File: src/rtl/bit_stuff_codec.sv
module bit_stuff_codec #(
  parameter int RUN_LEN = 5
) (
  input  logic clk,
  input  logic rst_n,
  input  logic bit_stb,
  input  logic frame_zone,
  input  logic tx_bit,
  input  logic tx_valid,
  output logic tx_ready,
  output logic tx_line,
  input  logic rx_line,
  output logic rx_data,
  output logic rx_valid,
  output logic rx_stuff_err
);
  localparam int CW = $clog2(RUN_LEN + 1);
  localparam logic [CW-1:0] FULL = CW'(RUN_LEN);
  localparam logic [CW-1:0] ONE  = CW'(1);

  logic [CW-1:0] tx_run, rx_run;
  logic tx_last, rx_last;

  wire tx_stuff = frame_zone && (tx_run == FULL);
  wire rx_stuff = frame_zone && (rx_run == FULL);
  assign tx_ready = !tx_stuff;

  always_ff @(posedge clk or negedge rst_n) begin
    if (!rst_n) begin
      tx_run  <= '0;
      tx_last <= 1'b1;
      tx_line <= 1'b1;
    end else if (!frame_zone) begin
      tx_run <= '0;
      if (bit_stb) tx_line <= tx_valid ? tx_bit : 1'b1;
    end else if (bit_stb) begin
      if (tx_stuff) begin
        tx_line <= ~tx_last;
        tx_last <= ~tx_last;
        tx_run  <= ONE;
      end else if (tx_valid) begin
        tx_line <= tx_bit;
        tx_last <= tx_bit;
        tx_run  <= (tx_run != '0 && tx_bit == tx_last) ? tx_run + ONE : ONE;
      end else begin
        tx_line <= 1'b1;
        tx_run  <= '0;
      end
    end
  end

  always_ff @(posedge clk or negedge rst_n) begin
    if (!rst_n) begin
      rx_run       <= '0;
      rx_last      <= 1'b1;
      rx_data      <= 1'b1;
      rx_valid     <= 1'b0;
      rx_stuff_err <= 1'b0;
    end else if (bit_stb) begin
      rx_data <= rx_line;
      rx_last <= rx_line;
      if (!frame_zone) begin
        rx_valid     <= 1'b1;
        rx_stuff_err <= 1'b0;
        rx_run       <= '0;
      end else if (rx_stuff) begin
        rx_valid     <= 1'b0;
        rx_stuff_err <= (rx_line == rx_last);
        rx_run       <= ONE;
      end else begin
        rx_valid     <= 1'b1;
        rx_stuff_err <= 1'b0;
        rx_run       <= (rx_run != '0 && rx_line == rx_last) ? rx_run + ONE : ONE;
      end
    end else if (!frame_zone) begin
      rx_run <= '0;
    end
  end

  AST_TX_RUN_BOUND: assert property (@(posedge clk) disable iff (!rst_n)
    tx_run <= FULL);
  AST_RX_RUN_BOUND: assert property (@(posedge clk) disable iff (!rst_n)
    rx_run <= FULL);
  AST_STUFF_FLIPS: assert property (@(posedge clk) disable iff (!rst_n)
    (bit_stb && !tx_ready) |=> (tx_line != $past(tx_line)));
  AST_STALL_IN_ZONE: assert property (@(posedge clk) disable iff (!rst_n)
    !tx_ready |-> frame_zone);
  AST_HOLD_TX: assert property (@(posedge clk) disable iff (!rst_n)
    !bit_stb |=> $stable(tx_line));
  AST_HOLD_RX: assert property (@(posedge clk) disable iff (!rst_n)
    !bit_stb |=> ($stable(rx_valid) && $stable(rx_data) && $stable(rx_stuff_err)));
  AST_ERR_NOT_VALID: assert property (@(posedge clk) disable iff (!rst_n)
    rx_stuff_err |-> !rx_valid);
endmodule

File: config.mk
export PLATFORM = sky130hd
export DESIGN_NAME = bit_stuff_codec
export DESIGN_NICKNAME = d
export VERILOG_FILES = /design/src/rtl/bit_stuff_codec.sv
export SDC_FILE = /design/constraint.sdc
export NUM_CORES = 1
export LEC_CHECK = 0
export ABC_CLOCK_PERIOD_IN_PS = 1750
export BUFFER_PORTS_ARGS = -buffer_cell sky130_fd_sc_hd__buf_2
export CAP_MARGIN = 20
export CORE_MARGIN = 1.5
export CORE_UTILIZATION = 45
export CTS_BUF_LIST = sky130_fd_sc_hd__clkbuf_2 sky130_fd_sc_hd__clkbuf_4 sky130_fd_sc_hd__clkbuf_8
export DETAILED_ROUTE_END_ITERATION = 16
export PLACE_DENSITY = 0.66
export SETUP_SLACK_MARGIN = 0.4
export SLEW_MARGIN = 30
export SYNTH_ARGS = -nofsm -noshare
export SYNTH_HDL_FRONTEND = slang
export SYNTH_SLANG_ARGS = --single-unit
export TNS_END_PERCENT = 20
File: constraint.sdc
create_clock -name clk -period 1.75 [get_ports clk]
set_input_delay 0.0875 -clock clk [delete_from_list [all_inputs] [get_ports clk]]
set_output_delay 0.0875 -clock clk [all_outputs]
set_load 0.005 [all_outputs]
# Word level (Yosys, flattened, before mapping)
# Index checks and enable logic that the tools add are counted.
[totals]
ff_bits = 11
[op_classes]
reduce_logical = 9
addsub = 2
eq_ne = 5
bitwise = 1
mux = 21
[op_table]
columns = ["cell", "n"]
rows = [
  ["3-bit two-way mux", 10],
  ["1-bit two-way mux", 11],
  ["3-bit by 1-bit adder with 3-bit output (second input constant)", 2],
  ["3-bit == test (second input constant)", 2],
  ["3-bit nonzero test", 2],
  ["1-bit logical AND", 4],
  ["3-bit AND reduction", 1],
  ["1-bit == test", 2],
  ["2-bit != test (second input constant)", 1],
  ["2-bit nonzero test", 1],
  ["1-bit logical NOT", 1],
  ["1-bit inverter", 1],
]

# Depth between registers and ports, before layout
[logic_depth]
ltp_word = 7
mapped_depth = 5
mapped_depth_nobuf = 5

# Worst setup path after synthesis
# OpenSTA, ideal clock, no wires.
[synth_path]
path_kind = "register -> register"
startpoint = "register rx_run[0]"
endpoint = "register rx_run[2]"
t_arrival_ns = 1.237
setup_time_ns = 0.064
synth_period_minus_slack_ns = 1.301
slack_ns = 0.449
t_required_ns = 1.686
path_stages_with_launch = 5
n_path_buf = 0
cell_sequence = "dfrtp_1 > ha_1 > and3_1 > nor3_1 > a31o_2"
[synth_via]
elab_chain_len = 6
word_cells_on_any_way = 9
classes_between = "1 x add/sub; 1 x eq/ne; 4 x mux; 3 x reduce/logical"
[synth_lines]
columns = ["item", "line", "source"]
rows = [
  ["start: declaration", "21", "logic [CW-1:0] tx_run, rx_run;"],
  ["start signal: assignment", "73", "rx_run <= (rx_run != '0 && rx_line == rx_last) ? rx_run + ONE : ONE;"],
  ["parallel branches: the longest is 3 deep, another holds 3-bit by 1-bit adder with 3-bit output", "-", ""],
  ["3-bit two-way mux *", "66", "end else if (rx_stuff) begin"],
  ["3-bit two-way mux *", "62", "if (!frame_zone) begin"],
  ["3-bit two-way mux *", "59", "end else if (bit_stb) begin"],
]
# Every way passes the cells marked *.
# A chain may end at the register's enable or synchronous reset.

# Worst setup path in the final report
[layout_path]
startpoint = "register tx_run[0]"
endpoint = "register tx_run[2]"
[layout_via]
elab_chain_len = 7
word_cells_on_any_way = 10
classes_between = "1 x add/sub; 1 x eq/ne; 5 x mux; 3 x reduce/logical"
[layout_lines]
columns = ["item", "line", "source"]
rows = [
  ["start: declaration", "21", ""],
  ["start signal: assignment", "44", "tx_run <= (tx_run != '0 && tx_bit == tx_last) ? tx_run + ONE : ONE;"],
  ["parallel branches: the longest is 4 deep, another holds 3-bit by 1-bit adder with 3-bit output", "-", ""],
  ["3-bit two-way mux *", "37", "if (tx_stuff) begin"],
  ["3-bit two-way mux *", "36", "end else if (bit_stb) begin"],
  ["3-bit two-way mux *", "33", "end else if (!frame_zone) begin"],
]
# Every way passes the cells marked *. The select of a mux whose other input is x is not followed.

==> flow_summary.json <==
{
  "grt_overflow": 0,
  "vias_per_cell": 5.44,
  "core_sq_um": 1490,
  "synthTopCellsByArea": "dfrtp_1 (28%), dfstp_2 (11%), ha_1 (11%)",
  "boundaryPins": 12,
  "synth_seq_cells": 11,
  "net-switching-power_w": 0.000153,
  "holdPathStages": 2,
  "path_class": "flop to flop",
  "cellInternalPower_w": 0.000427,
  "yosysWarnings": 0,
  "fin_nets": 95,
  "clockRootBuffer": "clkbuf_4",
  "routed_wl_um": 1240,
  "grt_pass1_wl_um": 2030,
  "cts_tree": "done",
  "grt_antenna_before_repair": 0,
  "grt_usage": 0.151,
  "routedWlPerCell_um": 12.8,
  "fin_tns_setup_ns": 0,
  "cp-start-kind": "flop",
  "layout_worst_path_cycle_share": 0.780,
  "clkTransAtPathRegs_ns": 0.07,
  "slew_violations": 0,
  "rows": 14,
  "max-vdd-ir-drop_uv": 432,
  "dieArea_sq_um": 1810,
  "critical_path.max_fanout": 5,
  "drtPass1Iterations": 2,
  "drc_errors": 0,
  "cts_made_buffers": 3,
  "synthesis.area_sq_um": 706,
  "yosysSeqAreaShare": 0.395,
  "antenna_left": 0,
  "worstMarginPinSlew_ns": 0.348,
  "share_comb_of_total_power": 0.174,
  "holdWs_ns": 0.0910,
  "clk_latency_ns": 0.26,
  "synth.largest_area_cell": "dfrtp_1",
  "sequentialPowerShare": 0.508,
  "fmax_mhz": 732,
  "die_w_um": 42.6,
  "numPortBuffers": 11,
  "vias": 528,
  "synth.avg_cell_area_sq_um": 10.5,
  "synth_top_area_share": 0.284,
  "drive_gt1_frac": 0.407,
  "rsz0062_at_grt": "yes",
  "setup_ws_ns": 0.384,
  "max_cap_viol_count": 0,
  "syn_nets": 80,
  "end_kind": "flop",
  "finalCriticalPeriod_ns": 1.37,
  "hpwl_um": 853,
  "drt-initial-drc-count": 2,
  "netSwitchingFraction": 0.263,
  "setup_viol": 0,
  "p_leak_nw": 0.384,
  "clock_sinks": 11,
  "slew_headroom": 0.767,
  "grt_max_degree": 19,
  "clk_path_buf_depth": 2,
  "die_y_um": 42.6,
  "start_util": 0.474,
  "netlist_instances": 67,
  "power_frac_clock": 0.319,
  "crit_required_ns": 1.96,
  "synth_edf_count": 0,
  "ys.flop_type": "dfrtp_1",
  "pwr_density_cell_nw_per_um2": 692,
  "gp_congestion": 0.690,
  "pre_cts_slack_ns": 0.317,
  "startpoint": "tx_run[0]",
  "hold_viol": 0,
  "regToRegStartpoint": "tx_run[0]",
  "fillers": 133,
  "synth_cell_types": 31,
  "arrival_ns": 1.57,
  "rr_worst_depth": 4,
  "antenna_cells": 0,
  "async_flop_share": 1.00,
  "area_delta_synth_final_pct": 18.6,
  "status": "complete, no violations",
  "hold_class": "input pin to flop",
  "worstHoldStart": "rx_line",
  "skew_ns": 0.00578,
  "grt_pass1_vias": 494,
  "cts-htree-levels": 1
}
-- power groups by stage --
stage          registers (W)  logic [W]  clock network [W]
2_1_floorplan       0.000294  0.0000609                  0
3_3_place_gp        0.000295  0.0000835                  0
3_5_place_dp        0.000296  0.0000838                  0
4_1_cts             0.000291  0.0000877           0.000192
5_1_grt             0.000297   0.000112           0.000211
6_report            0.000294   0.000101           0.000185
-- worst max-delay path, stage by stage (launching register included) --
cell     delay [ns]
dfrtp_2        0.45
ha_4           0.18
mux2_4         0.28
nor3b_4        0.22
a32o_1         0.18
-- area by class of cell --
| class | instances | area (sq um) | area share |
|---|---|---|---|
| flip-flops and latches | 11 | 280 | 0.335 |
| multi-input cells | 49 | 419 | 0.501 |
| clock buffers | 4 | 30.0 | 0.0359 |
| repair buffers | 13 | 72.6 | 0.0867 |
| inverters | 4 | 15.0 | 0.0179 |
| well taps | 16 | 20.0 | 0.0239 |
-- worst paths after layout --
| check | end | slack (ns) |
|---|---|---|
| worst max-delay path | tx_run[2] | 0.38 |
| worst min-delay path | rx_data | 0.09 |
| worst max register to register | tx_run[2] | 0.38 |
| worst min register to register | rx_stuff_err | 0.51 |
| max in group asynchronous | rx_data | 1.27 |
| min in group asynchronous | tx_run[1] | 0.21 |
-- metrics by stage --
step	power [W]	area, sq um	util	std cells
CTS	0.000570	793	0.533	96
finish	0.000580	837	0.562	97
floorplan	0.000355	706	-	67
global placement	0.000378	748	0.503	91
detailed placement	0.000379	748	0.503	91
global route	0.000620	837	0.562	97
-- synth_stat cells (2+ instances only) --
cell type	instances
dfrtp_1	8
ha_1	6
nand2_1	5
inv_1	4
nor2_1	4
and3_1	3
dfstp_2	3
mux2_2	3
mux2i_1	3
nor2b_1	3
nand3_1	2
nor3_1	2
o21ai_0	2
xor2_1	2
-- sequential cells by signal, summed over array words and instances (netlist names) --
register,flops
rx_data,1
tx_last,1
rx_run,3
tx_line,1
tx_run,3
rx_valid,1
rx_stuff_err,1
-- layer usage --
layer / global-route usage / part of all wire / vias to the layer above
li1: - / - / 263
met2: 0.249 / 0.51 / 7
met5: 0 / 0 / -
met1: 0.174 / 0.44 / 254
met4: 0.113 / 0.028 / 0
met3: 0.0259 / 0.019 / 4
-- layout by cell type, fill, tap and decap left out, types with 2 or more instances in the layout --
master | Yosys | final
dfstp_2 | 3 | 3
inv_1 | 4 | 2
mux2i_1 | 3 | 3
ha_1 | 6 | 4
nor2_1 | 4 | 4
nor2b_1 | 3 | 3
buf_2 | 0 | 11
and3_1 | 3 | 3
mux2_2 | 3 | 3
o21ai_0 | 2 | 2
dfrtp_1 | 8 | 7
inv_2 | 0 | 2
nand3_1 | 2 | 2
nand2_1 | 5 | 5
clkbuf_4 | 0 | 4
-- kinds of logic (layout without fill, tap and decap cells) --
family | Yosys count | after routing | share of synthesized area
AO/OA/AOI/OAI | 12 | 12 | 0.126
XOR/XNOR | 2 | 2 | 0.0248
adder cells (fa/ha/maj) | 6 | 6 | 0.106
buffers and inverters | 7 | 21 | 0.0674
flip-flops | 11 | 11 | 0.395
multiplexers | 7 | 7 | 0.112
AND/OR/NAND/NOR | 22 | 22 | 0.168
-- timing repair --
action                     4_1_cts  5_1_grt
hold buffers                     1        0
hold endpoints to repair        11        0
setup endpoints to repair        5        8
setup buffers                    0        1
pin swaps                        0        4
resized for setup                1        9
(Power assumes the default switching activity.)
